File: src/rtl/erx_pkg.sv
package erx_pkg;

    typedef enum logic {
        CMP_OFF = 1'b0,
        CMP_ON  = 1'b1
    } cmp_state_t;

    typedef enum logic {
        FLG_CLEAR = 1'b0,
        FLG_SET   = 1'b1
    } flg_state_t;

endpackage

File: src/rtl/erx_cmp_ctrl.sv
// Compare control: arms and disarms the overrun check and keeps the
// last local address written by the receive DMA.
module erx_cmp_ctrl
    import erx_pkg::*;
#(
    parameter int ADDR_W = 16
) (
    input  logic              clk,
    input  logic              rst_n,
    input  logic              frame_start,
    input  logic [ADDR_W-1:0] frame_base,
    input  logic              frame_done,
    input  logic              dma_wr,
    input  logic [ADDR_W-1:0] dma_addr,
    output logic              cmp_en,
    output logic [ADDR_W-1:0] last_addr
);

    cmp_state_t state_q, state_d;
    logic [ADDR_W-1:0] last_q;

    // state register
    always_ff @(posedge clk) begin
        if (!rst_n) begin
            state_q <= CMP_OFF;
        end else begin
            state_q <= state_d;
        end
    end

    // next state: ARM and DISARM, start has priority over done
    always_comb begin
        state_d = state_q;
        unique case (state_q)
            CMP_OFF: begin
                if (frame_start) begin
                    state_d = CMP_ON;
                end
            end
            CMP_ON: begin
                if (frame_done && !frame_start) begin
                    state_d = CMP_OFF;
                end
            end
            default: state_d = CMP_OFF;
        endcase
    end

    // latched DMA address, a write in the start cycle wins over the base
    always_ff @(posedge clk) begin
        if (!rst_n) begin
            last_q <= '0;
        end else if (dma_wr) begin
            last_q <= dma_addr;
        end else if (frame_start) begin
            last_q <= frame_base;
        end
    end

    // outputs: comparison stops in the very cycle the frame completes
    always_comb begin
        cmp_en    = 1'b0;
        last_addr = last_q;
        unique case (state_q)
            CMP_OFF: cmp_en = 1'b0;
            CMP_ON:  cmp_en = !frame_done;
            default: cmp_en = 1'b0;
        endcase
    end

endmodule

File: src/rtl/erx_addr_match.sv
// Word-granular comparison of every read port against the latched address.
module erx_addr_match #(
    parameter int ADDR_W    = 16,
    parameter int GRAN_BITS = 2,
    parameter int NPORT     = 2
) (
    input  logic                          cmp_en,
    input  logic [NPORT-1:0]              rd_vld,
    input  logic [NPORT-1:0][ADDR_W-1:0]  rd_addr,
    input  logic [ADDR_W-1:0]             last_addr,
    output logic                          hit
);

    localparam logic [ADDR_W-1:0] CMP_MASK = {{(ADDR_W-GRAN_BITS){1'b1}}, {GRAN_BITS{1'b0}}};

    logic [NPORT-1:0] port_hit;

    for (genvar p = 0; p < NPORT; p++) begin : g_port
        logic [ADDR_W-1:0] diff;
        assign diff        = (rd_addr[p] ^ last_addr) & CMP_MASK;
        assign port_hit[p] = rd_vld[p] && (diff == '0);
    end

    assign hit = cmp_en && (|port_hit);

endmodule

File: src/rtl/erx_fail_capture.sv
// Sticky failure flag with the frozen capture of the failing local address.
module erx_fail_capture
    import erx_pkg::*;
#(
    parameter int ADDR_W = 16
) (
    input  logic              clk,
    input  logic              rst_n,
    input  logic              hit,
    input  logic              host_clr,
    input  logic [ADDR_W-1:0] last_addr,
    output logic              fail_flag,
    output logic [ADDR_W-1:0] cap_addr
);

    flg_state_t state_q, state_d;
    logic              load;
    logic [ADDR_W-1:0] cap_q;

    // state register
    always_ff @(posedge clk) begin
        if (!rst_n) begin
            state_q <= FLG_CLEAR;
        end else begin
            state_q <= state_d;
        end
    end

    // next state and capture strobe: TRIP, RELEASE, RETRIP
    always_comb begin
        state_d = state_q;
        load    = 1'b0;
        unique case (state_q)
            FLG_CLEAR: begin
                if (hit) begin
                    state_d = FLG_SET;
                    load    = 1'b1;
                end
            end
            FLG_SET: begin
                if (host_clr && hit) begin
                    load    = 1'b1;
                end else if (host_clr) begin
                    state_d = FLG_CLEAR;
                end
            end
            default: state_d = FLG_CLEAR;
        endcase
    end

    always_ff @(posedge clk) begin
        if (!rst_n) begin
            cap_q <= '0;
        end else if (load) begin
            cap_q <= last_addr;
        end
    end

    // outputs
    always_comb begin
        fail_flag = 1'b0;
        cap_addr  = cap_q;
        unique case (state_q)
            FLG_CLEAR: fail_flag = 1'b0;
            FLG_SET:   fail_flag = 1'b1;
            default:   fail_flag = 1'b0;
        endcase
    end

endmodule

File: src/rtl/erx_guard.sv
// Early receive overrun detector, top level.
module erx_guard #(
    parameter int REG_W     = 8,
    parameter int ADDR_W    = 2 * REG_W,
    parameter int GRAN_BITS = 2
) (
    input  logic              clk,
    input  logic              rst_n,
    input  logic              frame_start,
    input  logic [ADDR_W-1:0] frame_base,
    input  logic              frame_done,
    input  logic              dma_wr,
    input  logic [ADDR_W-1:0] dma_addr,
    input  logic              cache_rd,
    input  logic [ADDR_W-1:0] cache_addr,
    input  logic              pipe_rd,
    input  logic [ADDR_W-1:0] pipe_addr,
    input  logic              host_clr,
    output logic              fail_flag,
    output logic [REG_W-1:0]  fail_addr_lo,
    output logic [REG_W-1:0]  fail_addr_hi
);

    localparam int NPORT = 2;

    logic                         cmp_en;
    logic [ADDR_W-1:0]            last_addr;
    logic                         rd_hit;
    logic [NPORT-1:0]             rd_vld;
    logic [NPORT-1:0][ADDR_W-1:0] rd_addr;
    logic [ADDR_W-1:0]            cap_addr;

    assign rd_vld  = {pipe_rd, cache_rd};
    assign rd_addr = {pipe_addr, cache_addr};

    erx_cmp_ctrl #(
        .ADDR_W (ADDR_W)
    ) u_ctrl (
        .clk         (clk),
        .rst_n       (rst_n),
        .frame_start (frame_start),
        .frame_base  (frame_base),
        .frame_done  (frame_done),
        .dma_wr      (dma_wr),
        .dma_addr    (dma_addr),
        .cmp_en      (cmp_en),
        .last_addr   (last_addr)
    );

    erx_addr_match #(
        .ADDR_W    (ADDR_W),
        .GRAN_BITS (GRAN_BITS),
        .NPORT     (NPORT)
    ) u_match (
        .cmp_en    (cmp_en),
        .rd_vld    (rd_vld),
        .rd_addr   (rd_addr),
        .last_addr (last_addr),
        .hit       (rd_hit)
    );

    erx_fail_capture #(
        .ADDR_W (ADDR_W)
    ) u_cap (
        .clk       (clk),
        .rst_n     (rst_n),
        .hit       (rd_hit),
        .host_clr  (host_clr),
        .last_addr (last_addr),
        .fail_flag (fail_flag),
        .cap_addr  (cap_addr)
    );

    assign fail_addr_lo = cap_addr[REG_W-1:0];
    assign fail_addr_hi = cap_addr[ADDR_W-1:REG_W];

endmodule

File: config.mk
export PLATFORM = sky130hd
export DESIGN_NAME = erx_guard
export DESIGN_NICKNAME = d
export VERILOG_FILES = /design/src/rtl/erx_pkg.sv /design/src/rtl/erx_cmp_ctrl.sv /design/src/rtl/erx_addr_match.sv /design/src/rtl/erx_fail_capture.sv /design/src/rtl/erx_guard.sv
export SDC_FILE = /design/constraint.sdc
export NUM_CORES = 1
export LEC_CHECK = 0
export ABC_AREA = 1
export BUFFER_PORTS_ARGS = -buffer_cell sky130_fd_sc_hd__buf_2
export CAP_MARGIN = 20
export CORE_MARGIN = 1.5
export CORE_UTILIZATION = 50
export CTS_BUF_LIST = sky130_fd_sc_hd__clkbuf_8
export CTS_CLUSTER_SIZE = 14
export DETAILED_ROUTE_END_ITERATION = 16
export PLACE_DENSITY = 0.92
export SLEW_MARGIN = 15
export SYNTH_ARGS = -nofsm -noshare
export SYNTH_HDL_FRONTEND = slang
export SYNTH_HIERARCHICAL = 1
export SYNTH_SLANG_ARGS = --single-unit
File: constraint.sdc
create_clock -name clk -period 1.9 [get_ports clk]
set_input_delay 0.095 -clock clk [delete_from_list [all_inputs] [get_ports clk]]
set_output_delay 0.095 -clock clk [all_outputs]
set_load 0.005 [all_outputs]
== Yosys cells after proc, flatten, opt, wreduce, memory -nomap -nowiden ==
Index checks and enable logic that the tools add are counted.

* Logic and storage cells: 32
* Input port bits: 72
* Register bits after elaboration: 34
* Output and inout port bits: 17

* Bitwise operators: 4
* Reduce and logical (&&, ||, !) cells: 11
* Muxes and demuxes: 13

{| class="wikitable"
|+ Operators with widths
! operator !! number
|-
| 16-bit zero test || 2
|-
| 16-bit two-way mux || 2
|-
| 16-bit bitwise XOR || 2
|-
| 1-bit case mux with 2 select lines || 5
|-
| 1-bit two-way mux || 6
|-
| 1-bit logical AND || 5
|-
| 1-bit zero test || 2
|-
| 1-bit NOT || 2
|-
| 2-bit nonzero test || 1
|-
| 2-bit OR reduction || 1
|}

== Logic depth before layout (Yosys ltp) ==
* Depth in word-level cells: 8
* Mapped depth: 13
* Gate-level depth less buffers: 11

== Cells and area by module ==
The synthesis kept the hierarchy.

{| class="wikitable"
|+ By module, submodules not included
! module !! area an instance (um2) !! cells each !! seq. area each (um2) !! times used
|-
| erx_cmp_ctrl || 865.8 || 128 || 340.3 || 1
|-
| erx_fail_capture || 809.5 || 110 || 340.3 || 1
|-
| erx_addr_match || 543.0 || 136 || 0.0 || 1
|}

== Worst setup path before layout ==
OpenSTA, ideal clock, no wires.

* Kind: register to register
* Start point: register u_ctrl.last_q[7] (netlist: u_ctrl/last_addr[7])
* End point: register u_cap.cap_q[14] (netlist: u_cap/cap_addr[14])
* Setup slack: 0.464 ns
* Buffers on the path: 2
* Setup time: 0.115 ns
* Stages on the path, launching flop included: 14
* Required time: 1.785 ns
* Period minus slack after synthesis: 1.436 ns
* Arrival: 1.321 ns
* Path through: dfxtp_1 -> inv_1 -> nand2_1 -> nand2_1 -> nor2_1 -> nand2_1 -> nor2_1 -> nand2_1 -> a21oi_2 -> buf_6 -> buf_6 -> nand3_1 -> nand2_1 -> nor2_1

* Longest elaborated chain between the ends: 8
* Elaborated cells between the ends (all ways): 12
* Those cells by class: 3 x mux; 2 x bitwise; 7 x reduce/logical

{| class="wikitable"
|+ Ends and longest elaborated chain
! item !! RTL line !! source
|-
| start: declaration || erx_cmp_ctrl.sv:20 || <nowiki>logic [ADDR_W-1:0] last_q;</nowiki>
|-
| start signal: assignment || erx_cmp_ctrl.sv:54 || <nowiki>last_q <= dma_addr;</nowiki>
|-
| start signal: assignment || erx_cmp_ctrl.sv:56 || <nowiki>last_q <= frame_base;</nowiki>
|-
| 16-bit bitwise XOR || erx_addr_match.sv:20 || <nowiki>assign diff = (rd_addr[p] ^ last_addr) & CMP_MASK;</nowiki>
|-
| 16-bit zero test || erx_addr_match.sv:21 || <nowiki>assign port_hit[p] = rd_vld[p] && (diff == '0);</nowiki>
|-
| 1-bit logical AND || erx_addr_match.sv:21 ||
|-
| 2-bit OR reduction * || erx_addr_match.sv:24 || <nowiki>assign hit = cmp_en && (|port_hit);</nowiki>
|-
| 1-bit logical AND * || erx_addr_match.sv:24 ||
|-
| net rd_hit || erx_guard.sv:28 || <nowiki>logic rd_hit;</nowiki>
|-
| 1-bit logical AND || erx_fail_capture.sv:41 || <nowiki>if (host_clr && hit) begin</nowiki>
|-
| 1-bit two-way mux || erx_fail_capture.sv:41 ||
|-
| 1-bit case mux with 2 select lines * || erx_fail_capture.sv:33 || <nowiki>unique case (state_q)</nowiki>
|-
| end signal: assignment || erx_fail_capture.sv:55 || <nowiki>cap_q <= last_addr;</nowiki>
|-
| end: declaration || erx_fail_capture.sv:18 || <nowiki>logic [ADDR_W-1:0] cap_q;</nowiki>
|}

The timed path passes the listed nets; every way through them passes the cells marked *.
A chain may end at the register's enable or synchronous reset.

== Final worst setup path ==
* Start point: register u_ctrl.last_q[15] (netlist: u_ctrl/last_addr[15])
* End point: register u_cap.cap_q[1] (netlist: u_cap/cap_addr[1])

The elaborated chain is that of the path after synthesis.

==> flow_results.org <==
** Synthesis
- The synthesized design contains 0 enable-type register cells.
- Average instance area after synthesis :: 5.931 um2
- Proportion of synthesized flip-flops having asynchronous set or reset :: 0%
- Top FF cell, synth :: dfxtp_1
- Post-Syn Area :: 2218 um2
- Synth warnings :: 6
- Number of storage elements in the synthesis netlist :: 34
- The share of the Yosys chip area taken by registers is 30.68%.
- Counting every net in the synthesized netlist gives 446.
- Synthesized netlist cell count :: 374
- After synthesis, the netlist uses 21 different library cells.

** Power
- For this design the ratio of total power to cell area is 594.1 nW/um2.
- Power, Total :: 1580 uW
- The internal power of the cells totals 1148 uW.
- Combinational cells account for 17.5% of the total power.
- The worst-case IR drop observed on VDD is 0.3680 mV.
- Net switching is 27.34% of the power.
- Leakage power :: 0.001567 uW
- For this design the total switching power over the nets is 432.1 uW.
- In this run, the clock network consumes 33.7% of the power.
- Register share of total power :: 48.7%

** Setup path
- Slowest stage cell, crit path :: dfxtp_1
- Type of element capturing the critical path :: flop
- In this run the worst setup path begins at u_ctrl/last_addr[15]$_SDFFE_PN0P_.
- Number of stages on the worst setup path :: 12
- Traced cell by cell, the critical path runs through inv_1 > nand2_1 > o21ai_1 > nor2_1 > nand2_1 > nor2_2 > nand2_1 > a21oi_2 > buf_12 > nand3_1 > nand2_1 > nor2_1.
- Most used cell along the critical path :: nand2_1
- The critical path contains buffers and inverters numbering 2 combined.
- Worst-path maximum fanout :: 33
- The worst setup path is launched from a flop.
- Family with the most delay on the worst path :: simple AND/OR/NAND/NOR gates
- Capture instance of the worst register-to-register path :: u_cap/cap_addr[1]$_SDFFE_PN0P_
- The setup check on the worst reg-to-reg path leaves a slack of 190 ps.
- Data on the critical path arrives at its endpoint at 1880 ps.
- Crit Path Class :: reg -> reg
- Critical path capture point :: u_cap/cap_addr[1]$_SDFFE_PN0P_
- CP max stage delay :: 420 ps
- Number of cell instances on the worst register-to-register path :: 12
- Worst endpoint required time :: 2080 ps
- The worst register-to-register path begins at u_ctrl/last_addr[15]$_SDFFE_PN0P_.

** Flow run
- Number of max-cap violations :: 0

** Finish
- Cells with a size suffix above 1 make up 24.44% of the layout.
- From synthesis to final layout, the design area changed by 19.91%.
- Final std cells w/o fill :: 502
- 0 antenna diodes ended up in the layout.
- Final standard cell utilization of the core :: 61.52%
- At the end of the flow, the number of nets in the layout was 521.

** Die
- The floorplan step defined a die boundary enclosing 4846 um2.
- The die is 69.61 um tall.
- For this design the top-level I/O count stands at 89.
- Initial Utilization :: 51.30%
- CORE AREA :: 4324 um2
- In this run the core area contains 24 standard-cell rows.
- The floorplan step set the die width to 69.61 um.

** Timing
- Timing-limited maximum frequency :: 0.5863 GHz
- Between clock sinks in the finished design, the worst skew comes to 3.281 ps.
- The routed design could run at a clock period as short as 1706 ps.
- Number of failing hold endpoints at the final stage :: 0
- The worst path uses 89.77% of the clock period.
- Setup violations remaining at the end of the flow were counted as 0.
- Setup repair after global routing left no endpoint under its margin.
- Sum Neg Setup Slack :: 0 ps
- Worst slew margin :: 62.25%
- Worst slew pin tran :: 566.3 ps
- Worst hold margin :: 95.99 ps
- Final Slew Violations :: 0

** Clock tree
- Clock-pin slew on the worst setup and hold paths :: 70 ps
- TritonCTS created 5 clock buffers.
- Clock Sinks :: 34
- Clock root buffer :: clkbuf_8
- Maximum level of the CTS H-tree :: 2
- Buffers inserted during post-CTS setup optimization :: 0
- The later pin in the worst-skew pair is clocked with a latency of 280 ps.
- Number of buffers on the longest clock path :: 2
- CTS tree :: built

** Drt
- Drt initial violations :: 174
- DRC violation count after routing :: 0
- Once detail routing completed, the nets flagged for antenna violations numbered 0.
- Per-cell via count in the routed design :: 4.703
- Total iterations of the first detailed-routing run :: 4
- Via count of the routed design :: 2361
- Drt wl/cell :: 10.43 um
- The final layout contains routed wiring with a total length of 5234 um.

** Hold path
- Type of the worst min-delay path :: in -> reg

** Placed design
- Detailed placement ended at an HPWL of 4036 um.
- During placement, the flow inserted port buffers numbering 84.
- Routability-driven placement finished with a final weighted congestion of 0.8880.
- Placed insts :: 494

** Global route
- Global-route usage over all layers :: 22.57%
- Entering global routing, the biggest net connects 35 pins.
- Global routing finished with a remaining overflow of 0.
- The initial antenna violation count is 0.
- Wire length of the first global-routing pass :: 8942 um
- The via count of the first global-routing pass came to 2117.

** Status
- Result of the run :: completed
-- per-stage QoR --
| stage | worst slack [ps] | instance area, um2 |
|---|---|---|
| global placement | 282.2 | 2567 |
| CTS | 214.0 | 2659 |
| finish | 194.4 | 2660 |
| detailed placement | 225.7 | 2567 |
| floorplan | 464.0 | 2218 |
| global route | 9.631 | 2660 |
-- Yosys cell counts (2+ instances only) --
cell     number  area share (%)
nand3_1      47              11
nand2_2       3            0.85
a21oi_1      16             3.6
inv_1        67              11
buf_2         2            0.45
buf_4         6             2.0
inv_2         6             1.0
nand3_2       3             1.4
nor2_1       35             5.9
dfxtp_1      34              31
o21ai_1       2            0.45
buf_6         9             4.6
xnor2_1       4             1.6
nand2_1     133              23
-- final cells by class --
class / instances / area [um2]
Inverter: 73 / 274.0
Tap cell: 52 / 65.06
Timing Repair Buffer: 85 / 440.4
Multi-Input combinational cell: 250 / 1107
Clock buffer: 6 / 82.58
Clock inverter: 2 / 8.758
Sequential cell: 34 / 681.9
Fill cell: 453 / 1664
-- power groups by stage --
stage	clock network (uW)	registers, uW	logic [uW]
after global routing	571	773	319
after floorplan	0	774	187
after CTS	545	769	277
after detailed placement	0	785	276
after global placement	0	784	268
final	533	770	277
-- worst min path at each step --
stage / depth (start not counted) / startpoint / endpoint / slack [ps]
floorplan: 4 / dma_addr[14] / u_ctrl/last_addr[14]$_SDFFE_PN0P_ / 290
global placement: 5 / dma_addr[1] / u_ctrl/last_addr[1]$_SDFFE_PN0P_ / 380
detailed placement: 5 / dma_addr[2] / u_ctrl/last_addr[2]$_SDFFE_PN0P_ / 390
CTS: 3 / frame_done / u_ctrl/state_q$_SDFF_PN0_ / 90
global route: 5 / dma_addr[10] / u_ctrl/last_addr[10]$_SDFFE_PN0P_ / 120
finish: 3 / frame_done / u_ctrl/state_q$_SDFF_PN0_ / 100
-- layer usage --
layer | vias to the layer above | wire [um] | global-route usage (%)
met3 | 7 | 397 | 4.506
met1 | 1009 | 2190 | 26.70
met5 | - | 0 | 0
li1 | 1259 | - | -
met4 | 0 | 60 | 7.906
met2 | 86 | 2586 | 40.49
-- layout by cell type (no fill, tap or decap) --
master and instances:
nand2_4 1, a21oi_1 16, clkinv_2 1, nor2_1 35, o21ai_1 2, nand3_2 3, nor2_8 1, xnor2_1 4
buf_12 1, nor2_2 1, inv_1 68, dfxtp_2 1, clkbuf_8 6, a21oi_2 1, nand2_1 133, nand2_2 3
dfxtp_1 33, a21boi_0 1, nand3_1 47, a21boi_1 1, inv_2 6, or2_2 1, buf_2 84
-- flip-flops by register name (all words and copies together) (netlist names) --
signal / flops
u_cap/cap_addr: 16
u_ctrl/last_addr: 16
u_cap/state_q: 1
u_ctrl/state_q: 1
-- tightest hold or removal path: cells and delay by family --
family / cells / cell delay [ps]
buffers and inverters: 1 / 70
AND/OR/NAND/NOR: 1 / 100
AO/OA/AOI/OAI: 1 / 60
-- cells by family after synthesis --
logic type      share of synthesized area, %
buf+inv                                19.40
flops                                  30.68
xor+xnor                               1.579
compound gates                         5.133
simple gates                           43.20
-- repair_timing --
| item | in CTS | in global routing |
|---|---|---|
| hold buffers | 0 | 0 |
| endpoints found under the hold margin | 0 | 0 |
| endpoints found under the setup margin | 0 | 2 |
| resized for setup | 0 | 1 |
Power figures use the tool's default switching activity.
